--- config.mk ---
export PLATFORM = sky130hd
export DESIGN_NAME = dram_page_ctrl
export DESIGN_NICKNAME = d
export VERILOG_FILES = /design/src/rtl/dpc_pkg.sv /design/src/rtl/dpc_cfg_reg.sv /design/src/rtl/dpc_row_track.sv /design/src/rtl/dpc_cas_timer.sv /design/src/rtl/dram_page_ctrl.sv
export SDC_FILE = /design/constraint.sdc
export NUM_CORES = 1
export LEC_CHECK = 0
export BUFFER_PORTS_ARGS = -buffer_cell sky130_fd_sc_hd__buf_4
export CAP_MARGIN = 15
export CORE_ASPECT_RATIO = 0.9
export CORE_MARGIN = 2
export CORE_UTILIZATION = 40
export CTS_CLUSTER_DIAMETER = 40
export DETAILED_ROUTE_END_ITERATION = 16
export PLACE_DENSITY = 0.69
export SYNTH_ARGS = -nofsm -noshare
export SYNTH_HDL_FRONTEND = slang
export SYNTH_SLANG_ARGS = --single-unit
--- constraint.sdc ---
create_clock -name clk -period 2.2 [get_ports clk]
set_input_delay 0 -clock clk [delete_from_list [all_inputs] [get_ports clk]]
set_output_delay 0 -clock clk [all_outputs]
set_load 0.005 [all_outputs]
--- src/rtl/dpc_pkg.sv ---
package dpc_pkg;

    typedef enum logic [1:0] {
        ST_IDLE,
        ST_PRE,
        ST_ROW,
        ST_COL
    } dpc_state_e;

    // Field order follows the written word: bit 4 down to bit 0.
    typedef struct packed {
        logic       burst;
        logic       cas_short;
        logic       mux;
        logic [1:0] shift_code;
    } dpc_cfg_t;

    localparam int CFG_W = 5;

    // Row/column split point; code 11 is reserved and acts as 10.
    function automatic logic [3:0] split_bits(input logic [1:0] code);
        case (code)
            2'b00:   split_bits = 4'd8;
            2'b01:   split_bits = 4'd9;
            default: split_bits = 4'd10;
        endcase
    endfunction

endpackage

--- src/rtl/dpc_cfg_reg.sv ---
module dpc_cfg_reg
    import dpc_pkg::*;
(
    input  logic             clk,
    input  logic             rst,
    input  logic             wr,
    input  logic [CFG_W-1:0] wdata,
    output dpc_cfg_t         cfg
);
    always_ff @(posedge clk) begin
        if (rst) begin
            cfg <= '0;
        end else if (wr) begin
            cfg <= dpc_cfg_t'(wdata);
        end
    end
endmodule

--- src/rtl/dpc_row_track.sv ---
module dpc_row_track #(
    parameter int ADDR_W = 20
) (
    input  logic              clk,
    input  logic              rst,
    input  logic              forget,
    input  logic              load,
    input  logic [ADDR_W-1:0] load_row,
    input  logic [ADDR_W-1:0] probe_row,
    output logic              hit
);
    logic [ADDR_W-1:0] kept_row;
    logic              kept_ok;

    always_ff @(posedge clk) begin
        if (rst) begin
            kept_row <= '0;
            kept_ok  <= 1'b0;
        end else if (forget) begin
            kept_ok  <= 1'b0;
        end else if (load) begin
            kept_row <= load_row;
            kept_ok  <= 1'b1;
        end
    end

    assign hit = kept_ok && (kept_row == probe_row);
endmodule

--- src/rtl/dpc_cas_timer.sv ---
module dpc_cas_timer #(
    parameter int COL_TICKS = 20,
    parameter int HI_HALF   = 10,
    parameter int HI_SHORT  = 7
) (
    input  logic clk,
    input  logic rst,
    input  logic run,
    input  logic short_hi,
    output logic cas_n,
    output logic last
);
    localparam int TICK_W = $clog2(COL_TICKS);
    localparam logic [TICK_W-1:0] LAST_TICK = TICK_W'(COL_TICKS - 1);

    logic [TICK_W-1:0] tick;
    logic [TICK_W-1:0] hi_len;

    assign hi_len = short_hi ? TICK_W'(HI_SHORT) : TICK_W'(HI_HALF);
    assign last   = run && (tick == LAST_TICK);
    assign cas_n  = !run || (tick < hi_len);

    always_ff @(posedge clk) begin
        if (rst || !run) begin
            tick <= '0;
        end else if (last) begin
            tick <= '0;
        end else begin
            tick <= tick + 1'b1;
        end
    end
endmodule

--- src/rtl/dram_page_ctrl.sv ---
module dram_page_ctrl
    import dpc_pkg::*;
#(
    parameter int ADDR_W    = 20,
    parameter int PRE_CYC   = 2,
    parameter int ROW_CYC   = 2,
    parameter int COL_TICKS = 20,
    parameter int HI_HALF   = 10,
    parameter int HI_SHORT  = 7
) (
    input  logic              clk,
    input  logic              rst,
    input  logic              cfg_we,
    input  logic [CFG_W-1:0]  cfg_wdata,
    input  logic              req,
    input  logic [ADDR_W-1:0] req_addr,
    input  logic              req_write,
    output logic              ready,
    output logic              ras_n,
    output logic              cas_n,
    output logic              dram_we_n,
    output logic [ADDR_W-1:0] dram_addr
);
    localparam int PH_MAX = (PRE_CYC > ROW_CYC) ? PRE_CYC : ROW_CYC;
    localparam int CNT_W  = $clog2(PH_MAX + 1);
    localparam logic [CNT_W-1:0] PRE_LAST = CNT_W'(PRE_CYC - 1);
    localparam logic [CNT_W-1:0] ROW_LAST = CNT_W'(ROW_CYC - 1);
    localparam logic [ADDR_W-1:0] ALL_ONES = '1;

    dpc_cfg_t          cfg_q;
    dpc_state_e        state;
    logic [CNT_W-1:0]  ph_cnt;
    logic              page_open;
    logic [ADDR_W-1:0] addr_q;
    logic              write_q;
    logic [3:0]        split;
    logic [ADDR_W-1:0] col_mask;
    logic [ADDR_W-1:0] row_of_q;
    logic              row_hit;
    logic              col_run;
    logic              col_last;
    logic              mux_on;

    dpc_cfg_reg u_cfg (
        .clk   (clk),
        .rst   (rst),
        .wr    (cfg_we),
        .wdata (cfg_wdata),
        .cfg   (cfg_q)
    );

    assign split    = split_bits(cfg_q.shift_code);
    assign col_mask = ~(ALL_ONES << split);
    assign row_of_q = addr_q >> split;
    assign mux_on   = cfg_q.mux;

    dpc_row_track #(.ADDR_W(ADDR_W)) u_rows (
        .clk       (clk),
        .rst       (rst),
        .forget    (cfg_we),
        .load      (state == ST_ROW),
        .load_row  (row_of_q),
        .probe_row (req_addr >> split),
        .hit       (row_hit)
    );

    assign col_run = (state == ST_COL);

    dpc_cas_timer #(
        .COL_TICKS (COL_TICKS),
        .HI_HALF   (HI_HALF),
        .HI_SHORT  (HI_SHORT)
    ) u_cas (
        .clk      (clk),
        .rst      (rst),
        .run      (col_run),
        .short_hi (cfg_q.cas_short),
        .cas_n    (cas_n),
        .last     (col_last)
    );

    always_ff @(posedge clk) begin
        if (rst) begin
            state     <= ST_IDLE;
            ph_cnt    <= '0;
            page_open <= 1'b0;
            addr_q    <= '0;
            write_q   <= 1'b0;
        end else begin
            case (state)
                ST_IDLE: begin
                    if (req) begin
                        addr_q  <= req_addr;
                        write_q <= req_write;
                        ph_cnt  <= '0;
                        if (cfg_q.burst && page_open && row_hit) begin
                            state <= ST_COL;
                        end else if (page_open) begin
                            state     <= ST_PRE;
                            page_open <= 1'b0;
                        end else begin
                            state <= ST_ROW;
                        end
                    end
                end
                ST_PRE: begin
                    if (ph_cnt == PRE_LAST) begin
                        ph_cnt <= '0;
                        state  <= ST_ROW;
                    end else begin
                        ph_cnt <= ph_cnt + 1'b1;
                    end
                end
                ST_ROW: begin
                    if (ph_cnt == ROW_LAST) begin
                        ph_cnt <= '0;
                        state  <= ST_COL;
                    end else begin
                        ph_cnt <= ph_cnt + 1'b1;
                    end
                end
                ST_COL: begin
                    if (col_last) begin
                        state     <= ST_IDLE;
                        page_open <= cfg_q.burst;
                    end
                end
                default: state <= ST_IDLE;
            endcase
        end
    end

    assign ras_n     = !((state == ST_ROW) || (state == ST_COL) ||
                         ((state == ST_IDLE) && page_open));
    assign ready     = col_last;
    assign dram_we_n = !(write_q && col_run);

    always_comb begin
        case (state)
            ST_ROW:  dram_addr = cfg_q.mux ? row_of_q : addr_q;
            ST_COL:  dram_addr = cfg_q.mux ? (addr_q & col_mask) : addr_q;
            default: dram_addr = '0;
        endcase
    end
endmodule

==> results.toml, run 1 <==
[outcome]
outcome = "finished clean"

[setup_path]
r2r_end = "state[1]$_SDFFE_PP0P_"
worstSetupPathType = "register to register"
reg2reg_depth = 8
reg2reg_slack_ns = 0.14
end_kind = "register"
required_ns = 2.44
arrival_ns = 2.30
worstPathMaxFanout = 13
start_kind = "register"
r2r-start = "u_cfg.cfg[0]$_SDFFE_PP0P_"

[synthesis]
yosys_warnings = 0
syn_nets = 412
synth_most_common_cell = "nand2_1"
netlist_area_um2 = 2795
syn_area_per_cell_um2 = 7.474
yosys-top-cells-count = "nand2_1, nor2_1, dfxtp_1"
ys_seq_area_share_pct = 35.09
ys_ff_latch = 49
synth_largest_area_cell = "dfxtp_1"
ys_top_cells_by_area = "dfxtp_1, mux2i_1, nand2_1"
synthCells = 374
synth_top_area_share_pct = 35.09
synth_edf_count = 0
ys_types = 41
synth_flop_cell = "dfxtp_1"
async_flop_share_pct = 0

[min_path]
hp-class = "primary input to register"
min_from = "req"
worstHoldEndpoint = "ph_cnt[1]$_SDFFE_PP0P_"
min_delay_path_depth = 3

[power]
power.switching_w = 0.0009020
peakVddDrop_mv = 0.4030
p_leak_nw = 1.512
clkPwrFrac_pct = 27.9
p_per_area_nw_per_um2 = 731.6
p_comb_share_pct = 32.3
p_int_w = 0.001817
seqPwrFrac_pct = 39.8
swShare_pct = 33.18

[routing]
first_pass_iters = 4
ant_nets = 0
via_per_inst = 5.187
drc = 0
drtIter0Drc = 196
wl_per_cell_um = 14.58
vias = 2806
wirelength_um = 7890

[timing]
worst_pin_slew_ns = 0.4867
min_period_ns = 2.056
fin_crit_sh_pct = 93.45
setup_viol = 0
fin_worst_skew_ns = 0.009218
final_hold_viol_count = 0
clock.fmax_mhz = 486.4
timing.slew.headroom_pct = 67.55
fin_setup_tns_ns = 0
slew_violations = 0
finalWorstSetupSlack_ns = 0.1440
whs_ns = 0.04227

[global_routing]
overflow = 0
grt_pass1_vias = 2650
antenna_found_initial = 0
grt_max_degree = 47
track_usage_pct = 20.55
grt_pass1_wl_um = 12880

[die]
initial_core_util_pct = 41.99
placementRows = 28
fp.dieH_um = 83.31
ios = 54
dieArea_um2 = 7674
core_area_um2 = 6656
die_w_um = 92.12

[placement]
portBuffers = 53
routabilityCongestion = 0.8070
dp_slack_ns = 0.1261
placed_area_um2 = 3281
hpwl_um = 5570
place_inst = 505

[finish]
fin_cells = 541
design_area_um2 = 3716
multi_input_area_um2 = 1657
nNetsFinal = 488
fillers = 616
drive_gt1_share_pct = 17.52
n_antenna_cell = 0
syn_to_final_growth_pct = 32.95
ff_latch_area_um2 = 983.4

[clock_network]
ctsHtreeMaxLevel = 2
numCtsBuffers = 5
cts_sinks = 49
cts_tree = "yes"
cts_root_buffer = "clkbuf_8"
cts.clk_slew.worst_paths_ns = 0.09
clock_path_buffers = 2
clk_latency_ns = 0.31

[run]
drv_cap = 0
-- cells in the final DEF, fill, tap and decap left out, types with 2 or more instances in the layout --
cell type      count
nand2_1           65
buf_4             62
nor2_1            53
a21oi_1           47
dfxtp_1           47
mux2i_1           29
dlygate4sd3_1     27
inv_1             13
o21ai_0           12
o21ai_1           10
and2_1             9
xor2_1             8
ha_1               8
nand3_1            7
nand2b_1           5
nor2b_1            5
clkbuf_8           5
xnor2_1            4
o22ai_1            2
a211oi_1           2
o211ai_1           2
nor3_1             2
a22oi_1            2
nor4_2             2
bufinv_16          2
dfxtp_2            2
-- cells by family (layout without fill, tap and decap cells) --
| group | Yosys count | after routing | share of synthesized area [%] |
|---|---|---|---|
| compound gates | 87 | 87 | 17.23 |
| xor+xnor | 12 | 12 | 3.760 |
| fa+ha+maj | 8 | 8 | 3.581 |
| buf+inv | 35 | 112 | 5.775 |
| flops | 49 | 49 | 35.09 |
| mux | 29 | 29 | 10.39 |
| simple gates | 154 | 154 | 24.17 |
-- what timing repair did --
action | 4_1_cts | 5_1_grt
setup buffers | 0 | 0
resized for setup | 0 | 3
hold endpoints to repair | 27 | 0
setup endpoints to repair | 0 | 4
hold buffers | 27 | 0
-- sequential cells by signal, indices dropped and copies added, names as in the netlist --
register	flops
addr_q	20
page_open	1
ph_cnt	2
state	2
u_cas.tick	5
u_cfg.cfg	5
u_rows.kept_ok	1
u_rows.kept_row	12
write_q	1
-- routing by layer --
metal / part of all wire, % / vias up / GRT usage [%] / wire [um]
met2: 45 / 104 / 32.15 / 3523
li1: - / 1405 / - / -
met1: 48 / 1290 / 30.50 / 3793
met5: 0 / - / 0 / 0
met3: 6.5 / 7 / 2.087 / 510
met4: 0.80 / 0 / 4.478 / 63
-- how the worst max path moves through the flow --
stage	slack, ns	start	to
6_report	0.14	u_cfg.cfg[0]$_SDFFE_PP0P_	state[1]$_SDFFE_PP0P_
5_1_grt	-0.002	u_cfg.cfg[0]$_SDFFE_PP0P_	state[1]$_SDFFE_PP0P_
4_1_cts	0.10	u_cfg.cfg[0]$_SDFFE_PP0P_	state[1]$_SDFFE_PP0P_
3_5_place_dp	0.13	u_cfg.cfg[0]$_SDFFE_PP0P_	state[1]$_SDFFE_PP0P_
3_3_place_gp	0.19	u_cfg.cfg[0]$_SDFFE_PP0P_	state[1]$_SDFFE_PP0P_
2_1_floorplan	0.30	u_cfg.cfg[0]$_SDFFE_PP0P_	state[1]$_SDFFE_PP0P_
-- metrics by stage --
stage	power (W)	util (%)
2_1_floorplan	0.001621	-
3_3_place_gp	0.001903	49.29
3_5_place_dp	0.001919	49.29
4_1_cts	0.002714	55.36
5_1_grt	0.002871	55.83
6_report	0.002719	55.83
-- cell type report --
cell class                      instances  share of cell area, %
Clock buffer                            5                  1.852
Clock inverter                          3                  1.751
Inverter                               13                  1.313
Multi-Input combinational cell        290                  44.58
Sequential cell                        49                  26.46
Tap cell                               90                  3.030
Timing Repair Buffer                   91                  21.01
-- worst max-delay path: stages, from the launching register on --
cell,delay [ns]
dfxtp_2,0.40
buf_12,0.16
mux2i_1,0.22
xnor2_1,0.09
o31a_1,0.29
nor3_2,0.21
a31oi_1,0.13
or3_1,0.38
a21oi_2,0.11
-- power by group through the flow --
stage | sequential [W] | clock [W] | combinational (W)
after global routing | 0.00110 | 0.000798 | 0.000975
after detailed placement | 0.00110 | 0 | 0.000823
after global placement | 0.00109 | 0 | 0.000810
after floorplan | 0.00107 | 0 | 0.000555
final | 0.00108 | 0.000760 | 0.000878
after CTS | 0.00108 | 0.000771 | 0.000867
No activity file was read; power rests on OpenSTA's default activity.
==> run 2, diff against run 1 <==
Settings changed: CELL_PAD_IN_SITES_DETAIL_PLACEMENT set to 0, CELL_PAD_IN_SITES_GLOBAL_PLACEMENT set to 1, PLACE_DENSITY 0.69 to 0.88.
==> run 2 against run 1 <==
Net effect:
- clock power fell by 35%
- cell area fell by 1.8%
- non-clock buffer count fell by 1
- global-route usage rose by 0.82 points
- via count fell by 1.1%
- power fell by 9.7%
- clock skew fell by 0.0010 ns
- first-iteration DRC count rose by 14%
- core utilization fell by 1.0 points
- setup slack improved by 0.044 ns
- sequential cell count did not move
- combinational power barely moved
- critical path type unchanged
- critical endpoint unchanged
==> results.toml, run 2 (synthesis gave the netlist of run 1 again) <==
[outcome]
outcome = "finished clean"

[setup_path]
crit_buf_inv = 1
crit_chain = "buf_12 -> mux2i_1 -> o21ai_0 -> xor2_1 -> nor4_2 -> a31oi_1 -> or3_1 -> a21oi_2"
required_ns = 2.43
max_stage_delay_ns = 0.39
worstPathMaxFanout = 13
worstSetupPathType = "register to register"
start_kind = "register"
arrival_ns = 2.24
end_kind = "register"
slowest_stage = "dfxtp_4"
crit_family = "simple AND/OR/NAND/NOR gates"

[global_routing]
overflow = 0
antenna_found_initial = 0
grt_pass1_vias = 2630
track_usage_pct = 21.37
grt_pass1_wl_um = 13140
grt_max_degree = 47

[timing]
min_period_ns = 2.012
clock.fmax_mhz = 497.0
rsz0062_at_grt = "false"
finalWorstSetupSlack_ns = 0.1879
fin_setup_tns_ns = 0
fin_worst_skew_ns = 0.008189
timing.slew.headroom_pct = 67.03
fin_crit_sh_pct = 91.46
worst_pin_slew_ns = 0.4946
whs_ns = 0.04141
slew_violations = 0
setup_viol = 0
final_hold_viol_count = 0

[power]
p_per_area_nw_per_um2 = 672.7
p_total_w = 0.002455
p_leak_nw = 1.475
peakVddDrop_mv = 0.3520

[clock_network]
ctsHtreeMaxLevel = 2
post_cts_buffers = 0
numCtsBuffers = 5
cts.clk_slew.worst_paths_ns = 0.09
cts_root_buffer = "clkbuf_8"
clk_latency_ns = 0.30
cts_sinks = 49
clock_path_buffers = 2
cts_tree = "yes"

[finish]
largest_register = "addr_q"
drive_gt1_share_pct = 16.96
fin_cells = 538
syn_to_final_growth_pct = 30.57
fillers = 675
final_common_cell = "nand2_1"
reg_top3 = "addr_q: 20 flops, u_rows.kept_row: 12 flops"
largest_reg_flops = 20
nNetsFinal = 487
layout_common_cells = "nand2_1, buf_4, nor2_1"
n_antenna_cell = 0

[run]
drv_cap = 0

[placement]
dp_slack_ns = 0.1487
place_inst = 504
portBuffers = 53
routabilityCongestion = 0.8509
hpwl_um = 5525

[die]
core_area_um2 = 6656
die_w_um = 92.12
ios = 54
fp.dieH_um = 83.31
initial_core_util_pct = 41.99
placementRows = 28
dieArea_um2 = 7674

[routing]
drc = 0
vias = 2774
wirelength_um = 7867
first_pass_iters = 4
drtIter0Drc = 223
ant_nets = 0
via_per_inst = 5.156
wl_per_cell_um = 14.62

[min_path]
hp-class = "primary input to register"
[run 2: cell count changes in the layout (fill, tap and decap cells not counted)]
| cell | before | now |
|---|---|---|
| bufinv_16 | 2 | 0 |
| buf_4 | 62 | 61 |
| dfxtp_2 | 2 | 1 |
| dfxtp_4 | 0 | 1 |
| ha_1 | 8 | 7 |
| ha_2 | 0 | 1 |
| o21ai_1 | 10 | 11 |
| o21ai_2 | 1 | 0 |
[run 2: power by group]
part	total [W]	leakage (nW)	switching, W	internal [W]
Combinational	0.000880	1.03	0.000498	0.000381
Sequential	0.00108	0.401	0.0000970	0.000985
Clock	0.000494	0.0399	0.000284	0.000210
Total	0.00246	1.48	0.000880	0.00158
[run 2: final cells by class]
type                            instances  area [um^2]  share of cell area, %
Sequential cell                        49        985.9                  27.01
Clock inverter                          1        5.005                 0.1371
Multi-Input combinational cell        290         1655                  45.35
Timing Repair Buffer                   90        773.2                  21.19
Tap cell                               90        112.6                  3.085
Clock buffer                            5        68.82                  1.885
Inverter                               13        48.80                  1.337
[run 2: through the flow]
stage	area (um^2)	util (%)
after floorplan	2795	-
after global placement	3273	49.17
after detailed placement	3273	49.17
after CTS	3617	54.34
after global routing	3650	54.83
final	3650	54.83
[run 2: timing repair]
| item | in CTS | in global routing |
|---|---|---|
| hold endpoints to repair | 27 | 0 |
| hold buffers | 27 | 0 |
| gates resized for setup | 0 | 4 |
| setup endpoints to repair | 0 | 7 |
[run 2: worst paths after layout]
path	slack (ns)	cells after the start	endpoint	startpoint
worst max register to register	0.19	8	state[1]$_SDFFE_PP0P_	u_cfg.cfg[0]$_SDFFE_PP0P_
worst min register to register	0.46	2	write_q$_SDFFE_PP0P_	write_q$_SDFFE_PP0P_
worst max-delay path	0.19	8	state[1]$_SDFFE_PP0P_	u_cfg.cfg[0]$_SDFFE_PP0P_
worst min-delay path	0.04	3	ph_cnt[1]$_SDFFE_PP0P_	req
[run 2: routing by layer]
metal	global-route usage, %	share of wire, %	routed length (um)
met1	31.51	50	3899
met2	32.09	44	3436
met3	3.539	5.1	400
met4	5.834	1.7	130
met5	0	0	0
[run 2: tightest hold or removal path: stages]
cell	delay, ns
buf_4	0.09
nand2b_1	0.14
a21oi_1	0.08
==> run 3, diff against run 2 <==
Settings changed: CORE_UTILIZATION 40 to 35, PLACE_DENSITY 0.88 to 0.79.
==> run 3 against run 2 <==
Net effect:
- critical path depth unchanged
- sequential share of layout area is 0.42 points lower
- setup slack worse by 0.066 ns
- combinational power grew 2%
- sequential cell count stayed put
- register-to-register slack worse by 0.07 ns
- routed wire length is 2.8% higher
- via count is 0.79% lower
- power rose by 8.6%
- core utilization decreased by 6.6 points
- maximum frequency is 3.2% lower
- non-clock buffer count rose by 1
==> results.toml, run 3 (synthesis gave the netlist of run 1 again) <==
[outcome]
outcome = "finished clean"

[die]
fp.dieH_um = 88.78
initial_core_util_pct = 36.50
ios = 54
placementRows = 30
core_area_um2 = 7657
dieArea_um2 = 8718
die_w_um = 98.20

[timing]
whs_ns = 0.04059
fin_worst_skew_ns = 0.01216
fin_setup_tns_ns = 0
setup_viol = 0
timing.slew.headroom_pct = 67.28
min_period_ns = 2.078
finalWorstSetupSlack_ns = 0.1222
clock.fmax_mhz = 481.3
final_hold_viol_count = 0
worst_pin_slew_ns = 0.4908
fin_crit_sh_pct = 94.45
rsz0062_at_grt = "false"
slew_violations = 0

[setup_path]
slowest_stage = "or3_1"
r2r-start = "u_cfg.cfg[0]$_SDFFE_PP0P_"
crit_buf_inv = 1
cp-endpoint = "state[1]$_SDFFE_PP0P_"
r2r_end = "state[1]$_SDFFE_PP0P_"
timing.critical_path.from = "u_cfg.cfg[0]$_SDFFE_PP0P_"
crit_family = "simple AND/OR/NAND/NOR gates"
max_stage_delay_ns = 0.37
crit_chain = "buf_12 -> mux2i_1 -> xnor2_1 -> o31a_1 -> nor3_2 -> a31oi_1 -> or3_1 -> a21oi_2"
arrival_ns = 2.33
required_ns = 2.45
reg2reg_depth = 8
reg2reg_slack_ns = 0.12
start_kind = "register"
worstSetupPathType = "register to register"
cp_num_cells = 8
end_kind = "register"
worstPathMaxFanout = 25

[finish]
fillers = 780
ff_latch_area_um2 = 982.2
largest_register = "addr_q"
multi_input_area_um2 = 1659
final_common_cell = "nand2_1"
layout_common_cells = "nand2_1, buf_4, nor2_1"
nNetsFinal = 488
largest_reg_flops = 20
drive_gt1_share_pct = 17.52
n_antenna_cell = 0
reg_top3 = "addr_q: 20 flops, u_rows.kept_row: 12 flops"
syn_to_final_growth_pct = 32.14

[routing]
drc = 0
wl_per_cell_um = 14.79
ant_nets = 0
first_pass_iters = 4
drtIter0Drc = 149
wirelength_um = 8091
via_per_inst = 5.031
vias = 2752

[clock_network]
clock_path_buffers = 2
cts_sinks = 49
cts.clk_slew.worst_paths_ns = 0.09
post_cts_buffers = 0
clk_latency_ns = 0.31
numCtsBuffers = 5
ctsHtreeMaxLevel = 2
cts_tree = "yes"
cts_root_buffer = "clkbuf_8"

[power]
p_per_area_nw_per_um2 = 721.9
peakVddDrop_mv = 0.3134
p_leak_nw = 1.495

[global_routing]
grt_max_degree = 47
antenna_found_initial = 0
grt_pass1_wl_um = 13050
overflow = 0
grt_pass1_vias = 2489
track_usage_pct = 18.92

[placement]
portBuffers = 53
routabilityCongestion = 0.8590
dp_slack_ns = 0.1323
hpwl_um = 5846

[min_path]
hp-class = "primary input to register"

[run]
drv_cap = 0
## run 3: worst min-delay path by stage
stage,cells after the start,start,endpoint
after floorplan,2,req_addr[0],addr_q[0]$_SDFFE_PP0P_
after global placement,3,cfg_wdata[3],u_cfg.cfg[3]$_SDFFE_PP0P_
after detailed placement,3,cfg_wdata[3],u_cfg.cfg[3]$_SDFFE_PP0P_
after CTS,3,req,ph_cnt[1]$_SDFFE_PP0P_
after global routing,3,req,ph_cnt[1]$_SDFFE_PP0P_
final,3,req,ph_cnt[1]$_SDFFE_PP0P_
## run 3: where the power goes
| group | leakage (nW) | internal, W | total [W] | switching [W] |
|---|---|---|---|---|
| clock network | 0.0574 | 0.000370 | 0.000689 | 0.000319 |
| logic | 1.04 | 0.000386 | 0.000896 | 0.000510 |
| registers | 0.400 | 0.000985 | 0.00108 | 0.0000969 |
## run 3: worst register-to-register path, cell delays in order, from the launching register on
cell,delay [ns]
dfxtp_1,0.36
buf_12,0.21
mux2i_1,0.26
xnor2_1,0.09
o31a_1,0.29
nor3_2,0.21
a31oi_1,0.12
or3_1,0.37
a21oi_2,0.11
## run 3: final cells by class
type	count	area share (%)
Sequential cell	49	26.59
Clock inverter	2	1.016
Clock buffer	6	2.236
Tap cell	96	3.252
Multi-Input combinational cell	290	44.92
Timing Repair Buffer	91	20.66
Inverter	13	1.321
## run 3: metrics by stage
stage | instances | power (W) | area (um^2) | utilization, %
2_1_floorplan | 374 | 0.001621 | 2795 | -
3_3_place_gp | 512 | 0.001944 | 3296 | 43.04
3_5_place_dp | 512 | 0.001953 | 3296 | 43.04
6_report | 547 | 0.002666 | 3694 | 48.24
4_1_cts | 547 | 0.002682 | 3686 | 48.14
5_1_grt | 547 | 0.002843 | 3694 | 48.24
## run 3: what timing repair did
item / CTS / global route
gates resized for setup: 0 / 3
hold endpoints to repair: 27 / 0
hold buffers: 27 / 0
setup endpoints to repair: 0 / 11
## run 3: routing by layer
metal | vias up | wire [um] | track usage, %
met3 | 7 | 426 | 3.870
met2 | 59 | 3270 | 27.65
li1 | 1410 | - | -
met4 | 0 | 65 | 3.487
met1 | 1276 | 4328 | 28.88
met5 | - | 0 | 0
